`src/rtl/cmdreg_pkg.sv`:
```
package cmdreg_pkg;
  localparam logic [2:0] CMD_PORT_SEL = 3'b100;
  localparam int unsigned WR_BYTES = 3;

  typedef enum logic [2:0] {
    SQ_IDLE  = 3'd0,
    SQ_RDY   = 3'd1,
    SQ_WBUSY = 3'd2,
    SQ_INT   = 3'd3,
    SQ_RBUSY = 3'd4,
    SQ_FIN   = 3'd5
  } sq_state_t;
endpackage

```
`src/rtl/cmdreg_byte_enc.sv`:
```
module cmdreg_byte_enc #(
  parameter int unsigned ADDR_W = 6,
  parameter int unsigned DATA_W = 8
) (
  input  logic              is_read,
  input  logic [ADDR_W-1:0] addr,
  input  logic [DATA_W-1:0] value,
  input  logic [1:0]        idx,
  output logic [DATA_W-1:0] cmd_byte
);
  localparam int unsigned NIB_W = DATA_W / 2;

  logic [NIB_W-1:0] nib_hi;
  logic [NIB_W-1:0] nib_lo;

  assign nib_hi = value[DATA_W-1:NIB_W];
  assign nib_lo = value[NIB_W-1:0];

  always_comb begin
    unique case (idx)
      2'd0:    cmd_byte = {1'b1, is_read, addr};
      2'd1:    cmd_byte = {{(DATA_W-NIB_W){1'b0}}, nib_hi};
      default: cmd_byte = {{(DATA_W-NIB_W){1'b0}}, nib_lo};
    endcase
  end
endmodule

```
`src/rtl/cmdreg_wait_timer.sv`:
```
module cmdreg_wait_timer #(
  parameter int unsigned CNT_W = 16
) (
  input  logic             clk,
  input  logic             rst_n,
  input  logic             run,
  input  logic [CNT_W-1:0] limit,
  output logic             expired
);
  logic [CNT_W-1:0] cnt_q;
  logic [CNT_W-1:0] cnt_d;
  logic             cnt_en;

  always_comb begin
    cnt_en = 1'b0;
    cnt_d  = cnt_q;
    if (!run) begin
      cnt_en = (cnt_q != '0);
      cnt_d  = '0;
    end else if (cnt_q != {CNT_W{1'b1}}) begin
      cnt_en = 1'b1;
      cnt_d  = cnt_q + 1'b1;
    end
  end

  always_ff @(posedge clk or negedge rst_n) begin
    if (!rst_n)      cnt_q <= '0;
    else if (cnt_en) cnt_q <= cnt_d;
  end

  assign expired = run && (cnt_q >= limit);
endmodule

```
`src/rtl/cmdreg_seq_fsm.sv`:
```
module cmdreg_seq_fsm
  import cmdreg_pkg::*;
#(
  parameter int unsigned ADDR_W = 6,
  parameter int unsigned DATA_W = 8
) (
  input  logic              clk,
  input  logic              rst_n,
  input  logic              start,
  input  logic              wr_sel,
  input  logic [ADDR_W-1:0] reg_addr,
  input  logic [DATA_W-1:0] reg_wdata,
  input  logic              cmd_ready,
  input  logic              cmd_int_n,
  input  logic              bus_ack,
  input  logic [DATA_W-1:0] bus_rdata_lo,
  input  logic              tmo_expired,
  output logic              timer_run,
  output logic              bus_wr,
  output logic              bus_rd,
  output logic [1:0]        byte_idx,
  output logic              op_read,
  output logic [ADDR_W-1:0] op_addr,
  output logic [DATA_W-1:0] op_value,
  output logic              done,
  output logic              err,
  output logic [DATA_W-1:0] rdata,
  output logic              rd_pending
);
  localparam logic [1:0] LAST_IDX = 2'(WR_BYTES - 1);

  sq_state_t   st_q, st_d;
  logic [1:0]  idx_q, idx_d;
  logic        err_q, err_d;
  logic        pend_q, pend_d;
  logic        accept;
  logic        cap_rdata;

  assign accept = (st_q == SQ_IDLE) && start;

  always_comb begin
    st_d      = st_q;
    idx_d     = idx_q;
    err_d     = err_q;
    pend_d    = pend_q;
    bus_wr    = 1'b0;
    bus_rd    = 1'b0;
    cap_rdata = 1'b0;
    unique case (st_q)
      SQ_IDLE: begin
        if (start) begin
          st_d  = SQ_RDY;
          idx_d = 2'd0;
          err_d = 1'b0;
        end
      end
      SQ_RDY: begin
        if (cmd_ready) begin
          bus_wr = 1'b1;
          st_d   = SQ_WBUSY;
          if (op_read) pend_d = 1'b1;
        end else if (tmo_expired) begin
          err_d = 1'b1;
          st_d  = SQ_FIN;
        end
      end
      SQ_WBUSY: begin
        if (bus_ack) begin
          if (op_read)                st_d = SQ_INT;
          else if (idx_q == LAST_IDX) st_d = SQ_FIN;
          else begin
            idx_d = idx_q + 2'd1;
            st_d  = SQ_RDY;
          end
        end
      end
      SQ_INT: begin
        if (!cmd_int_n) begin
          bus_rd = 1'b1;
          st_d   = SQ_RBUSY;
        end else if (tmo_expired) begin
          err_d  = 1'b1;
          pend_d = 1'b0;
          st_d   = SQ_FIN;
        end
      end
      SQ_RBUSY: begin
        if (bus_ack) begin
          cap_rdata = 1'b1;
          pend_d    = 1'b0;
          st_d      = SQ_FIN;
        end
      end
      SQ_FIN:  st_d = SQ_IDLE;
      default: st_d = SQ_IDLE;
    endcase
  end

  always_ff @(posedge clk or negedge rst_n) begin
    if (!rst_n) begin
      st_q   <= SQ_IDLE;
      idx_q  <= 2'd0;
      err_q  <= 1'b0;
      pend_q <= 1'b0;
    end else begin
      st_q   <= st_d;
      idx_q  <= idx_d;
      err_q  <= err_d;
      pend_q <= pend_d;
    end
  end

  always_ff @(posedge clk or negedge rst_n) begin
    if (!rst_n) begin
      op_read  <= 1'b0;
      op_addr  <= '0;
      op_value <= '0;
    end else if (accept) begin
      op_read  <= ~wr_sel;
      op_addr  <= reg_addr;
      op_value <= reg_wdata;
    end
  end

  always_ff @(posedge clk or negedge rst_n) begin
    if (!rst_n)         rdata <= '0;
    else if (cap_rdata) rdata <= bus_rdata_lo;
  end

  assign timer_run  = (st_q == SQ_RDY) || (st_q == SQ_INT);
  assign byte_idx   = idx_q;
  assign done       = (st_q == SQ_FIN);
  assign err        = err_q;
  assign rd_pending = pend_q;
endmodule

```
`src/rtl/cmdreg_sequencer.sv`:
```
module cmdreg_sequencer
  import cmdreg_pkg::*;
#(
  parameter int unsigned ADDR_W = 6,
  parameter int unsigned DATA_W = 8,
  parameter int unsigned TMO_W  = 16
) (
  input  logic              clk,
  input  logic              rst_n,
  input  logic              start,
  input  logic              wr_sel,
  input  logic [ADDR_W-1:0] reg_addr,
  input  logic [DATA_W-1:0] reg_wdata,
  input  logic [TMO_W-1:0]  tmo_limit,
  output logic              done,
  output logic              err,
  output logic [DATA_W-1:0] rdata,
  input  logic              cmd_ready,
  input  logic              cmd_int_n,
  output logic              bus_wr,
  output logic              bus_rd,
  output logic [2:0]        bus_sel,
  output logic [DATA_W-1:0] bus_wdata,
  input  logic              bus_ack,
  input  logic [DATA_W-1:0] bus_rdata_lo,
  output logic              async_irq
);
  logic              timer_run;
  logic              tmo_expired;
  logic [1:0]        byte_idx;
  logic              op_read;
  logic [ADDR_W-1:0] op_addr;
  logic [DATA_W-1:0] op_value;
  logic              rd_pending;

  cmdreg_seq_fsm #(.ADDR_W(ADDR_W), .DATA_W(DATA_W)) u_fsm (
    .clk          (clk),
    .rst_n        (rst_n),
    .start        (start),
    .wr_sel       (wr_sel),
    .reg_addr     (reg_addr),
    .reg_wdata    (reg_wdata),
    .cmd_ready    (cmd_ready),
    .cmd_int_n    (cmd_int_n),
    .bus_ack      (bus_ack),
    .bus_rdata_lo (bus_rdata_lo),
    .tmo_expired  (tmo_expired),
    .timer_run    (timer_run),
    .bus_wr       (bus_wr),
    .bus_rd       (bus_rd),
    .byte_idx     (byte_idx),
    .op_read      (op_read),
    .op_addr      (op_addr),
    .op_value     (op_value),
    .done         (done),
    .err          (err),
    .rdata        (rdata),
    .rd_pending   (rd_pending)
  );

  cmdreg_wait_timer #(.CNT_W(TMO_W)) u_timer (
    .clk     (clk),
    .rst_n   (rst_n),
    .run     (timer_run),
    .limit   (tmo_limit),
    .expired (tmo_expired)
  );

  cmdreg_byte_enc #(.ADDR_W(ADDR_W), .DATA_W(DATA_W)) u_enc (
    .is_read  (op_read),
    .addr     (op_addr),
    .value    (op_value),
    .idx      (byte_idx),
    .cmd_byte (bus_wdata)
  );

  assign bus_sel   = CMD_PORT_SEL;
  assign async_irq = ~cmd_int_n & ~rd_pending;
endmodule

```
`config.mk`:
```
export PLATFORM = sky130hd
export DESIGN_NAME = cmdreg_sequencer
export DESIGN_NICKNAME = d
export VERILOG_FILES = /design/src/rtl/cmdreg_pkg.sv /design/src/rtl/cmdreg_byte_enc.sv /design/src/rtl/cmdreg_wait_timer.sv /design/src/rtl/cmdreg_seq_fsm.sv /design/src/rtl/cmdreg_sequencer.sv
export SDC_FILE = /design/constraint.sdc
export NUM_CORES = 1
export LEC_CHECK = 0
export BUFFER_PORTS_ARGS = -buffer_cell sky130_fd_sc_hd__buf_2
export CORE_MARGIN = 3
export CORE_UTILIZATION = 40
export DETAILED_ROUTE_END_ITERATION = 8
export GPL_TIMING_DRIVEN = 0
export PLACE_DENSITY = 0.73
export SLEW_MARGIN = 20
export SYNTH_ARGS = -nofsm -noshare
export SYNTH_HDL_FRONTEND = slang
export SYNTH_SLANG_ARGS = --single-unit
```
`constraint.sdc`:
```
create_clock -name clk -period 3.7 [get_ports clk]
set_clock_uncertainty 0.1 [all_clocks]
set_input_delay 1.11 -clock clk [delete_from_list [all_inputs] [get_ports clk]]
set_output_delay 1.11 -clock clk [all_outputs]
set_load 0.02 [all_outputs]
```
Yosys cells after proc, flatten, opt, wreduce, memory -nomap -nowiden
Cells that the tools add are included.
{ "totals": {"reg_bits": 46, "input_bits": 45, "elab_cells": 85} }
{ "op_classes": {"addsub": 2, "order_cmp": 1, "n_eq_ne": 19, "mux": 36, "bitwise": 4, "reduce_logical": 14} }
{ "ops": {"columns": ["cell", "n"], "rows": [
  ["16-bit two-way mux", 2],
  ["3-bit two-way mux", 8],
  ["2-bit inequality test (second input constant)", 10],
  ["1-bit two-way mux", 17],
  ["16-bit by 1-bit adder with 16-bit output (second input constant)", 1],
  ["16-bit >= comparator", 1],
  ["16-bit inequality test (second input constant)", 1],
  ["8-bit case mux with 2 select lines", 1],
  ["16-bit nonzero test", 1],
  ["3-bit case mux with 5 select lines", 1],
  ["2-bit two-way mux", 4],
  ["3-bit by 2-bit == test with 1-bit output (second input constant)", 2],
  ["3-bit == test (second input constant)", 2],
  ["1-bit case mux with 3 select lines", 2],
  ["6-bit AND reduction", 1],
  ["3-bit nonzero test", 2],
  ["5-bit AND reduction", 1],
  ["2-bit case mux with 2 select lines", 1],
  ["4-bit AND reduction", 1],
  ["3-bit by 1-bit == test with 1-bit output (second input constant)", 1],
  ["3-bit zero test", 1],
  ["1-bit inverter", 3],
  ["3-bit AND reduction", 1],
  ["2-bit by 1-bit adder with 2-bit output (second input constant)", 1],
  ["other kinds (9)", 10]
]} }

Longest topological paths before layout
{ "depth": {"ltp_word": 6, "depth_mapped": 7} }

Modules after synthesis
A second synthesis with hierarchy kept.
{ "hier_totals": {"hier_cells": 280, "area_unflattened_um2": 2916.5} }
{ "modules_own_cells": {"columns": ["module", "n_inst", "cells_each", "area_each_um2"], "rows": [
  ["cmdreg_seq_fsm", 1, 104, 1386.3],
  ["cmdreg_wait_timer", 1, 152, 1368.8],
  ["cmdreg_byte_enc", 1, 18, 127.6],
  ["cmdreg_sequencer", 1, 6, 33.8]
]} }

Worst setup path after synthesis
No wires, ideal clock.
{ "synth_path": {"path_type": "input to output", "startpoint": "in cmd_ready", "endpoint": "out bus_wr", "t_arrival_ps": 1451, "required_time_ps": 2490, "setup_slack_ps": 1039, "path_stages": 2, "path_cell_list": "nand2b_1 -> nor2_1"} }
{ "synth_between": {"elab_chain_len": 2} }
{ "synth_lines": {"columns": ["item", "line", "source"], "rows": [
  ["from (decl)", "cmdreg_sequencer.sv:18", "input logic cmd_ready,"],
  ["1-bit two-way mux", "cmdreg_seq_fsm.sv:58", "if (cmd_ready) begin"],
  ["1-bit two-way mux", "cmdreg_seq_fsm.sv:49", "unique case (st_q)"],
  ["to (decl)", "cmdreg_sequencer.sv:20", "output logic bus_wr,"]
]} }
No other way between the ends.

Worst setup path in the final report
{ "layout_path": {"startpoint": "reg u_fsm.st_q[2]", "endpoint": "out bus_wr"} }
{ "layout_between": {"elab_chain_len": 2} }
{ "layout_lines": {"columns": ["item", "line", "source"], "rows": [
  ["from (decl)", "cmdreg_seq_fsm.sv:32", "sq_state_t st_q, st_d;"],
  ["from (signal assigned)", "cmdreg_seq_fsm.sv:106", "st_q <= st_d;"],
  ["3-bit by 1-bit == test with 1-bit output", "cmdreg_seq_fsm.sv:49", null],
  ["1-bit two-way mux", "cmdreg_seq_fsm.sv:49", null]
]} }
No other way between the ends.

==> reports/metrics.cfg <==
[cts]
clock-sinks=46
ctsHtreeMaxLevel=2
cts_tree=built
cts_root_buf=clkbuf_8
insertion_delay_ns=0.30
clk_pin_slew_worst_paths_ns=0.08
cts_hold_buf=0
cts_resized=0
clk_path_buf_depth=2
post_cts.repair.setup_buffers=0
cts_made_buffers=5

[global_route]
antenna_found_initial=0
grt_overflow=0
grt_usage=0.160
grt_max_degree=47
grt_pass1_vias=2247
grt_pass1_wl_mm=10.1

[cells_and_area]
antenna_cells=0
layout_commonest_cell=buf_2
areaGrowthSynthToFinish_pct=20.0
fin_nets=425
final_cell_mix=buf_2 (67), dfrtp_1 (46), nand2_1 (33)
drive_gt1_frac=0.299
fillers=614
utilization=0.512
ff_latch_area_um2=1150
multi_input_area_um2=1500
layout.cells.non_filler=451
design_area_um2=3360

[die]
die_x_um=89.7
start_util=0.426
core-area_um2=6570
ios=69
die_h_um=89.7
fp.dieArea_um2=8040
rows=29

[sta]
fin_crit_sh=0.786
drv_slew=0
tightest_slew_ns=0.621
rsz0062_at_grt=no
setup_violations=0
period_needed_ns=2.91
fin_setup_tns_ns=0
max_freq_mhz=344
hold_viol=0
whs_ns=0.402
slew_headroom=0.584

[synthesis]
synth_ff_type=dfrtp_1
ys.warnings.count=0
synth_edf_count=0
yosysSeqAreaShare=0.411
syn_avg_cell_area_um2=9.83
syn_inst=285
syn_area_um2=2800
synthArstFlopShare=1.00
ys_ff_latch=46
ys_types=48

[run]
maxCapViolCount=0

[drt]
dr_total_vias=2295
post_drt_wl_per_cell_um=13.1
drc=0
drtIter0Drc=175
firstDrtPassIters=4
wirelength_mm=5.89
via_per_inst=5.09
ant_nets=0

[setup_path]
worst_ep_arrival_time_ns=1.70
path_class=reg -> out
startpoint_type=register
cp.required_ns=2.49
crit_start=u_fsm.st_q[2]
worst-path-max-fanout=10
r2r_start=u_timer.cnt_q[15]
end_kind=output port
reg2reg_depth=6

[placed_design]
numPortBuffers=65
post-place-cells=444
dp_hpwl_mm=4.53
placed_area_um2=3250
gp_congestion=0.860

[power]
vdd_drop_max_mv=0.524
p_leak_nw=1.67
p_per_area_nw_per_um2=637

[run_status]
status=finished, final reports clean

[min_path]
worst_hold_startpoint=u_fsm.rdata[2]
min_path_type=reg -> reg
hold_depth=1

[metal layers]
metal | GRT usage | part of all wire | vias up
met5 | 0 | 0 | -
met4 | 0.0447 | 0.012 | 0
met3 | 0.0456 | 0.077 | 7
met1 | 0.202 | 0.45 | 1072
met2 | 0.267 | 0.46 | 78
li1 | - | - | 1138
[power by group]
part | leakage [nW] | internal [mW] | switching, mW
combinational | 1.03 | 0.428 | 0.542
sequential | 0.583 | 0.669 | 0.122
clock | 0.0573 | 0.216 | 0.165
[cell usage after synthesis, types with 4 or more instances]
master / n / area, um^2
mux2i_1: 5 / 50.1
inv_1: 22 / 82.6
ha_1: 22 / 275
a21oi_1: 19 / 95.1
nor2b_1: 4 / 25.0
nand2_1: 33 / 124
mux2_2: 22 / 248
buf_4: 4 / 30.0
and3_1: 4 / 25.0
a22oi_1: 6 / 45.0
clkbuf_1: 4 / 15.0
dfrtp_1: 46 / 1150
nand3_1: 6 / 30.0
o21ai_0: 12 / 60.1
nor2_1: 18 / 67.6
nor3_1: 4 / 20.0
xnor2_1: 5 / 43.8
[sequential cells by signal, indices dropped and copies added, names as in the netlist]
signal	flops
u_fsm.byte_idx	2
u_fsm.st_q	3
u_fsm.op_value	8
u_fsm.op_read	1
u_fsm.rd_pending	1
u_fsm.rdata	8
u_timer.cnt_q	16
u_fsm.op_addr	6
u_fsm.err	1
[layout make-up]
cell class	count	area share
multi-input cells	206	0.446
inverters	22	0.0246
well taps	93	0.0346
clock inverters	1	0.00894
flip-flops and latches	46	0.343
plain buffers	12	0.0212
repair buffers	65	0.0975
clock buffers	6	0.0246
[metrics by stage]
step                setup WS (ns)  total power [mW]
finish                      0.791              2.14
global route                0.615              2.32
CTS                         0.784              2.16
detailed placement          0.782              1.77
global placement            0.828              1.75
floorplan                    1.04              1.49
[worst paths after layout]
path	slack, ns	end
setup / recovery	0.79	bus_wr
hold / removal	0.40	u_fsm.rdata[2]
setup reg to reg	1.49	u_fsm.err
hold reg to reg	0.40	u_fsm.rdata[2]
max in group asynchronous	2.39	u_fsm.rdata[5]
min in group asynchronous	0.70	u_fsm.op_addr[0]
[logic make-up (layout without fill, tap and decap cells)]
| family | after synthesis | count (layout) | share of synthesized area |
|---|---|---|---|
| flip-flops | 46 | 46 | 0.411 |
| buffers and inverters | 34 | 106 | 0.0550 |
| other | 2 | 3 | 0.00268 |
| AND/OR/NAND/NOR | 92 | 92 | 0.179 |
| adder cells (fa/ha/maj) | 22 | 22 | 0.0983 |
| XOR/XNOR | 8 | 8 | 0.0250 |
| AO/OA/AOI/OAI | 54 | 54 | 0.122 |
| multiplexers | 27 | 27 | 0.106 |
[critical path, stage by stage (launching register included)]
cell and delay (ns):
dfrtp_1 0.45, nand2b_1 0.22, clkbuf_1 0.41, nor2_1 0.13
buf_2 0.18
Power figures use the tool's default switching activity.
